[config.mk]
export PLATFORM = sky130hd
export DESIGN_NAME = dacc_unit
export DESIGN_NICKNAME = d
export VERILOG_FILES = /design/src/rtl/dacc_pkg.sv /design/src/rtl/dacc_rst_sync.sv /design/src/rtl/dacc_alu.sv /design/src/rtl/dacc_regs.sv /design/src/rtl/dacc_unit.sv
export SDC_FILE = /design/constraint.sdc
export NUM_CORES = 1
export LEC_CHECK = 0
export BUFFER_PORTS_ARGS = -buffer_cell sky130_fd_sc_hd__buf_2
export CAP_MARGIN = 20
export CORE_MARGIN = 5
export CORE_UTILIZATION = 62
export DETAILED_ROUTE_END_ITERATION = 12
export MAX_ROUTING_LAYER = met4
export PLACE_DENSITY_LB_ADDON = 0.15
export SETUP_SLACK_MARGIN = 0.3
export SLEW_MARGIN = 40
export SYNTH_ARGS = -nofsm -noshare
export SYNTH_HDL_FRONTEND = slang
export SYNTH_SLANG_ARGS = --single-unit
[constraint.sdc]
create_clock -name clk -period 3 [get_ports clk]
set_input_delay 0.45 -clock clk [delete_from_list [all_inputs] [get_ports clk]]
set_output_delay 0.45 -clock clk [all_outputs]
set_load 0.01 [all_outputs]
[src/rtl/dacc_pkg.sv]
package dacc_pkg;
  localparam int BYTE_W = 8;
  localparam int WORD_W = 2 * BYTE_W;
  localparam int OP_W   = 4;

  typedef enum logic [OP_W-1:0] {
    OP_LD_HI  = 4'd0,
    OP_LD_LO  = 4'd1,
    OP_ADD_HI = 4'd2,
    OP_ADC_HI = 4'd3,
    OP_ADD_LH = 4'd4,
    OP_SUB_HI = 4'd5,
    OP_CMP_HI = 4'd6,
    OP_ROL_HI = 4'd7,
    OP_LD_PR  = 4'd8,
    OP_ADD_PR = 4'd9,
    OP_LD_CC  = 4'd10
  } op_e;

  // condition register bit positions
  localparam int CC_S = 7;
  localparam int CC_X = 6;
  localparam int CC_H = 5;
  localparam int CC_I = 4;
  localparam int CC_N = 3;
  localparam int CC_Z = 2;
  localparam int CC_V = 1;
  localparam int CC_C = 0;

  localparam logic [BYTE_W-1:0] CC_RESET = 8'hD0;
endpackage

[src/rtl/dacc_rst_sync.sv]
module dacc_rst_sync #(
  parameter int STAGES = 2
) (
  input  logic clk,
  input  logic rst_n,
  output logic rst_n_sync
);
  logic [STAGES-1:0] chain_q;

  always_ff @(posedge clk or negedge rst_n) begin
    if (!rst_n) chain_q <= '0;
    else        chain_q <= {chain_q[STAGES-2:0], 1'b1};
  end

  assign rst_n_sync = chain_q[STAGES-1] & rst_n;
endmodule

[src/rtl/dacc_alu.sv]
module dacc_alu
  import dacc_pkg::*;
(
  input  logic [OP_W-1:0]   op_code,
  input  logic [WORD_W-1:0] operand,
  input  logic [BYTE_W-1:0] hi,
  input  logic [BYTE_W-1:0] lo,
  input  logic [BYTE_W-1:0] cc,
  output logic              wr_hi,
  output logic              wr_lo,
  output logic              wr_cc,
  output logic [BYTE_W-1:0] hi_nxt,
  output logic [BYTE_W-1:0] lo_nxt,
  output logic [BYTE_W-1:0] cc_nxt
);
  localparam int NIB_W = BYTE_W / 2;

  op_e                op;
  logic [BYTE_W-1:0]  m8;
  logic               cin;
  logic [BYTE_W:0]    sum9;
  logic [NIB_W:0]     nib_sum;
  logic [BYTE_W:0]    dif9;
  logic [WORD_W:0]    sum17;
  logic [BYTE_W-1:0]  r8;
  logic [WORD_W-1:0]  r16;

  always_comb begin
    op      = op_e'(op_code);
    m8      = (op == OP_ADD_LH) ? lo : operand[BYTE_W-1:0];
    cin     = (op == OP_ADC_HI) ? cc[CC_C] : 1'b0;
    sum9    = {1'b0, hi} + {1'b0, m8} + {{BYTE_W{1'b0}}, cin};
    nib_sum = {1'b0, hi[NIB_W-1:0]} + {1'b0, m8[NIB_W-1:0]} + {{NIB_W{1'b0}}, cin};
    dif9    = {1'b0, hi} - {1'b0, m8};
    sum17   = {1'b0, hi, lo} + {1'b0, operand};
  end

  always_comb begin
    wr_hi  = 1'b0;
    wr_lo  = 1'b0;
    wr_cc  = 1'b1;
    hi_nxt = hi;
    lo_nxt = lo;
    cc_nxt = cc;
    r8     = '0;
    r16    = '0;
    case (op)
      OP_LD_HI, OP_LD_LO: begin
        r8 = operand[BYTE_W-1:0];
        if (op == OP_LD_HI) begin wr_hi = 1'b1; hi_nxt = r8; end
        else                begin wr_lo = 1'b1; lo_nxt = r8; end
        cc_nxt[CC_N] = r8[BYTE_W-1];
        cc_nxt[CC_Z] = (r8 == '0);
        cc_nxt[CC_V] = 1'b0;
      end
      OP_ADD_HI, OP_ADC_HI, OP_ADD_LH: begin
        r8     = sum9[BYTE_W-1:0];
        wr_hi  = 1'b1;
        hi_nxt = r8;
        cc_nxt[CC_H] = nib_sum[NIB_W];
        cc_nxt[CC_N] = r8[BYTE_W-1];
        cc_nxt[CC_Z] = (r8 == '0);
        cc_nxt[CC_V] = (hi[BYTE_W-1] == m8[BYTE_W-1]) && (r8[BYTE_W-1] != hi[BYTE_W-1]);
        cc_nxt[CC_C] = sum9[BYTE_W];
      end
      OP_SUB_HI, OP_CMP_HI: begin
        r8 = dif9[BYTE_W-1:0];
        if (op == OP_SUB_HI) begin wr_hi = 1'b1; hi_nxt = r8; end
        cc_nxt[CC_N] = r8[BYTE_W-1];
        cc_nxt[CC_Z] = (r8 == '0);
        cc_nxt[CC_V] = (hi[BYTE_W-1] != m8[BYTE_W-1]) && (r8[BYTE_W-1] != hi[BYTE_W-1]);
        cc_nxt[CC_C] = dif9[BYTE_W];
      end
      OP_ROL_HI: begin
        r8     = {hi[BYTE_W-2:0], cc[CC_C]};
        wr_hi  = 1'b1;
        hi_nxt = r8;
        cc_nxt[CC_N] = r8[BYTE_W-1];
        cc_nxt[CC_Z] = (r8 == '0);
        cc_nxt[CC_C] = hi[BYTE_W-1];
        cc_nxt[CC_V] = r8[BYTE_W-1] ^ hi[BYTE_W-1];
      end
      OP_LD_PR, OP_ADD_PR: begin
        r16    = (op == OP_LD_PR) ? operand : sum17[WORD_W-1:0];
        wr_hi  = 1'b1;
        wr_lo  = 1'b1;
        hi_nxt = r16[WORD_W-1:BYTE_W];
        lo_nxt = r16[BYTE_W-1:0];
        cc_nxt[CC_N] = r16[WORD_W-1];
        cc_nxt[CC_Z] = (r16 == '0);
        if (op == OP_LD_PR) begin
          cc_nxt[CC_V] = 1'b0;
        end else begin
          cc_nxt[CC_V] = (hi[BYTE_W-1] == operand[WORD_W-1]) && (r16[WORD_W-1] != hi[BYTE_W-1]);
          cc_nxt[CC_C] = sum17[WORD_W];
        end
      end
      OP_LD_CC: cc_nxt = operand[BYTE_W-1:0];
      default:  wr_cc = 1'b0;
    endcase
  end
endmodule

[src/rtl/dacc_regs.sv]
module dacc_regs
  import dacc_pkg::*;
(
  input  logic              clk,
  input  logic              rst_n,
  input  logic              en_hi,
  input  logic              en_lo,
  input  logic              en_cc,
  input  logic [BYTE_W-1:0] hi_nxt,
  input  logic [BYTE_W-1:0] lo_nxt,
  input  logic [BYTE_W-1:0] cc_nxt,
  output logic [BYTE_W-1:0] hi_q,
  output logic [BYTE_W-1:0] lo_q,
  output logic [BYTE_W-1:0] cc_q
);
  always_ff @(posedge clk or negedge rst_n) begin
    if (!rst_n) begin
      hi_q <= '0;
      lo_q <= '0;
      cc_q <= CC_RESET;
    end else begin
      if (en_hi) hi_q <= hi_nxt;
      if (en_lo) lo_q <= lo_nxt;
      if (en_cc) cc_q <= cc_nxt;
    end
  end


  no_spurious_write_chk: assert property (@(posedge clk) disable iff (!rst_n)
    !(en_hi || en_lo || en_cc) |=> ($stable(hi_q) && $stable(lo_q) && $stable(cc_q)));
endmodule

[src/rtl/dacc_unit.sv]
module dacc_unit
  import dacc_pkg::*;
(
  input  logic        clk,
  input  logic        rst_n,
  input  logic        op_valid,
  input  logic [3:0]  op_code,
  input  logic [15:0] operand,
  output logic [7:0]  acc_hi,
  output logic [7:0]  acc_lo,
  output logic [15:0] acc_d,
  output logic [7:0]  ccr
);
  logic              rst_n_s;
  logic              wr_hi, wr_lo, wr_cc;
  logic [BYTE_W-1:0] hi_nxt, lo_nxt, cc_nxt;

  dacc_rst_sync #(.STAGES(2)) u_rst (
    .clk(clk), .rst_n(rst_n), .rst_n_sync(rst_n_s)
  );

  dacc_alu u_alu (
    .op_code(op_code), .operand(operand), .hi(acc_hi), .lo(acc_lo), .cc(ccr),
    .wr_hi(wr_hi), .wr_lo(wr_lo), .wr_cc(wr_cc),
    .hi_nxt(hi_nxt), .lo_nxt(lo_nxt), .cc_nxt(cc_nxt)
  );

  dacc_regs u_regs (
    .clk(clk), .rst_n(rst_n_s),
    .en_hi(op_valid & wr_hi), .en_lo(op_valid & wr_lo), .en_cc(op_valid & wr_cc),
    .hi_nxt(hi_nxt), .lo_nxt(lo_nxt), .cc_nxt(cc_nxt),
    .hi_q(acc_hi), .lo_q(acc_lo), .cc_q(ccr)
  );

  assign acc_d = {acc_hi, acc_lo};


  cmp_keeps_acc_chk: assert property (@(posedge clk) disable iff (!rst_n_s)
    (op_valid && op_code == OP_CMP_HI) |=> ($stable(acc_hi) && $stable(acc_lo)));


  load_clears_v_chk: assert property (@(posedge clk) disable iff (!rst_n_s)
    (op_valid && (op_code == OP_LD_HI || op_code == OP_LD_LO || op_code == OP_LD_PR))
    |=> (!ccr[CC_V] && $stable(ccr[CC_C]) && $stable(ccr[CC_H])));


  ctrl_bits_held_chk: assert property (@(posedge clk) disable iff (!rst_n_s)
    !(op_valid && op_code == OP_LD_CC) |=> ($stable(ccr[CC_S]) && $stable(ccr[CC_X]) && $stable(ccr[CC_I])));


  h_held_chk: assert property (@(posedge clk) disable iff (!rst_n_s)
    (op_valid && (op_code == OP_SUB_HI || op_code == OP_CMP_HI || op_code == OP_ROL_HI || op_code == OP_ADD_PR))
    |=> $stable(ccr[CC_H]));


  rol_carry_chk: assert property (@(posedge clk) disable iff (!rst_n_s)
    (op_valid && op_code == OP_ROL_HI) |=> (ccr[CC_C] == $past(acc_hi[BYTE_W-1]) && acc_hi[0] == $past(ccr[CC_C])));


  load_zero_flag_chk: assert property (@(posedge clk) disable iff (!rst_n_s)
    (op_valid && op_code == OP_LD_HI) |=> (ccr[CC_Z] == (acc_hi == '0) && ccr[CC_N] == acc_hi[BYTE_W-1]));
endmodule

==> summary.md <==
| Metric | Value |
|---|---|
| Overflow after GRT | `0` |
| Die Wd | `roughly 85 um` |
| 1st-pass router iterations | `5` |
| Worst setup path category | `primary input to register` |
| Simple-gate area share of the yosys netlist | `18.9%` |
| Gr busiest metal | `met2` |
| CP required | `3220 ps` |
| Area occupied by registers | `around 650 um2` |
| Reg2Reg Depth | `10` |
| Routed length per instance | `around 20 um` |
| Mux contribution to synthesized area | `roughly 7.0%` |
| Pwr/cell area | `668 mW/mm2` |
| Crit path DAT | `3520 ps` |
| Endpoints failing setup | `8` |
| Post-synthesis net count | `495` |
| Status | `finished, violations left` |
| Largest net degree at the start of global routing | `23` |
| Worst vdd ir | `0.469 mV` |
| DR vias/cell | `6.37` |
| R2R setup slack | `-100 ps` |
| Critical path capture point type | `register` |
| Yosys reg bits | `26` |
| Clock sink count | `26` |
| Largest family of logic cells by synthesized area | `compound AO/OA/AOI/OAI gates` |
| Port bufs | `62` |
| Startpoint types | `primary input` |
| Adder-Cell Fraction of Synth Area | `13.4%` |
| Via Count | `3945` |
| CTS tree | `yes` |
| Final hold vios | `0` |
| Mapped cell area | `roughly 0.0035 mm2` |
| Post-route DRC | `0` |
| Share of cells above drive strength 1 | `38.4%` |
| Area growth from synthesis to layout | `32.7%` |
| Pleak | `2.14 nW` |
| Synth Area in XOR/XNOR | `7.27%` |
| GR Layer Usage met3 | `4.17%` |
| M2 GR Usage | `58.3%` |
| Post-DP HPWL | `9470 um` |
| Seq/Total Area, Yosys | `18.7%` |
| Rows | `27` |
| M1 GR Usage | `between 40% and 50%` |
| Final instance area | `0.00464 mm2` |
| Switch share | `between 40% and 50%` |
| RSZ-0062 raised after global routing | `yes` |
| R2R Path Start | `u_regs.lo_q[0]` |
| Slew margin rel. | `44.8%` |
| N_diodes | `0` |
| Slew Limit Fails | `0` |
| Initial DRC count | `495` |
| Worst-path clk slew | `110 ps` |
| Power share of the combinational group | `between 70 and 80%` |
| CTS Buffer Depth | `2` |
| Hold crit path type | `register to asynchronous set/reset pin` |
| Fillers | `around 360` |
| Failing checks | `negative setup slack` |
| Multi-input logic area | `0.00284 mm2` |
| Gr usage total | `34.9%` |
| Worst-skew pair later-pin latency | `280 ps` |
| Die Ht | `85.1 um` |
| H-tree depth | `1` |
| Setup WS pre-CTS | `-652 ps` |
| F_max | `roughly 300 MHz` |
| TritonCTS buffer count | `3` |
| Switching pwr | `1.45 mW` |
| Placer congestion estimate | `0.985` |
| Pin slew with the least headroom to its limit | `827 ps` |
| I/O pin count | `63` |
| Clock power frac | `under 10%` |
| First-pass GRT wire length | `19800 um` |
| Min Tclk post-route | `3300 ps` |
| Area after DPL | `0.00420 mm2` |
| Number of enable flip-flop cells after synthesis | `0` |
| DIE AREA | `0.00724 mm2` |
| Sequential power share | `18.7%` |
| Crit path max fanout | `3` |
| CORE AREA | `0.00551 mm2` |
| Worst Clk Skew | `around 11 ps` |
| Initial Util | `a little under two thirds` |
| Mapped Cells | `437` |
| Routed WL | `~12000 um` |
| R2r endpoint | `u_regs.cc_q[2]` |
| Synth unique cells | `70` |
| FFs w/ async S/R, synth | `100%` |
| Nets | `606` |
| Pint | `1.65 mW` |
| Final WS setup | `-304 ps` |
| Initial antenna violation count | `0` |
| Synth warn | `0` |
| Complex-gate fraction of the synthesized area | `26.3%` |
| Syn_area_per_cell | `8.00 um2` |
| Vias in the first global route | `3883` |
| Max-Cap Viols | `0` |
| Final ANT Viol Nets | `0` |
| Root buffer cell | `clkbuf_8` |
| Fin crit share | `110%` |
| Top FF cell, synth | `dfrtp_1` |
-- routing by layer --
metal / vias to the layer above / share of wire [%]
li1: 1799 / -
met1: 1893 / 41
met2: 220 / 47
met3: 33 / 8.6
met4: 0 / 3.2
met5: - / 0
-- Yosys cell counts, types with 11 or more instances --
cell     instances  share of area, %
a21oi_1         42               6.0
nand2_1         42               4.5
nor2_1          32               3.4
ha_1            31                11
o21ai_0         27               3.9
dfrtp_1         23                16
xnor2_1         21               5.3
buf_4           19               4.1
inv_1           18               1.9
mux2_2          12               3.9
mux2i_1         11               3.1
nor3_1          11               1.6
-- how the worst max path moves through the flow --
stage,slack [ps],from,end,cells past startpoint
global route,-420,op_code[3],u_regs.cc_q[2],13
floorplan,-690,op_code[3],u_regs.cc_q[2],13
global placement,-630,op_code[3],u_regs.cc_q[2],13
finish,-300,op_code[3],u_regs.cc_q[2],13
CTS,-280,op_code[3],u_regs.cc_q[2],13
detailed placement,-650,op_code[3],u_regs.cc_q[2],13
-- critical path: stages --
cell and delay, ps:
buf_6 90, nand2b_4 140, nor3_4 180, mux2_4 330, fa_2 360, fa_2 400, xor2_1 150, nor3_1 170
nand2_1 70, or4_1 480, or4b_1 480, nand3_1 100, a21o_1 80
-- power groups by stage --
stage	Combinational (mW)	Clock [mW]	Sequential [mW]
floorplan	1.25	0	0.586
global placement	1.89	0	0.568
detailed placement	1.94	0	0.568
CTS	2.05	0.233	0.569
global route	2.45	0.256	0.587
finish	2.28	0.240	0.578
-- sequential cells by signal (all words and copies together), names as in the netlist --
signal         cells
u_regs.cc_q        8
u_rst.chain_q      2
u_regs.lo_q        8
u_regs.hi_q        8
-- logic make-up (layout without fill, tap and decap cells) --
logic type	count (synthesis)	count (layout)
AO/OA/AOI/OAI	140	140
buffers and inverters	51	161
flip-flops	26	26
multiplexers	23	23
adder cells (fa/ha/maj)	35	35
AND/OR/NAND/NOR	132	132
XOR/XNOR	29	29
other	1	1
-- cells in the final DEF (no fill, tap or decap), drive strengths merged, types with 3 or more instances in the layout --
cell and n:
buf 138, a21oi 45, nand2 42, nor2 33
ha 31, o21ai 31, dfrtp 23, xnor2 21
inv 18, nor3 12, mux2 12, mux2i 11
xor2 8, o21bai 8, nor4 7, a21o 7
nand4 6, nor2b 6, a211oi 6, a31oi 5
o22ai 5, nand2b 5, nand3 5, a221oi 5
o211ai 4, o31ai 4, fa 4, clkbuf 4
o21a 3, dfstp 3, and2 3
-- layout make-up --
type	instances	area share [%]
clock buffers	4	1.19
inverters	18	1.46
multi-input cells	360	61.1
flip-flops and latches	26	14.1
well taps	72	1.94
repair buffers	139	20.2
-- through the flow --
step	instances	setup TNS (ps)	util, %	total power, mW	hold slack [ps]
2_1_floorplan	437	-2220	-	1.84	154
3_3_place_gp	604	-3340	76.3	2.46	237
3_5_place_dp	604	-3630	76.3	2.50	240
4_1_cts	615	-1010	81.0	2.85	372
5_1_grt	619	-2200	84.3	3.29	403
6_report	619	-1100	84.3	3.10	359
-- repair_timing --
action	in CTS	in global routing
hold buffers	1	0
hold endpoints to repair	2	0
buffers inserted	6	4
pin swaps	22	25
setup endpoints to repair	11	11
gates resized for setup	28	31
Power figures use the tool's default switching activity.
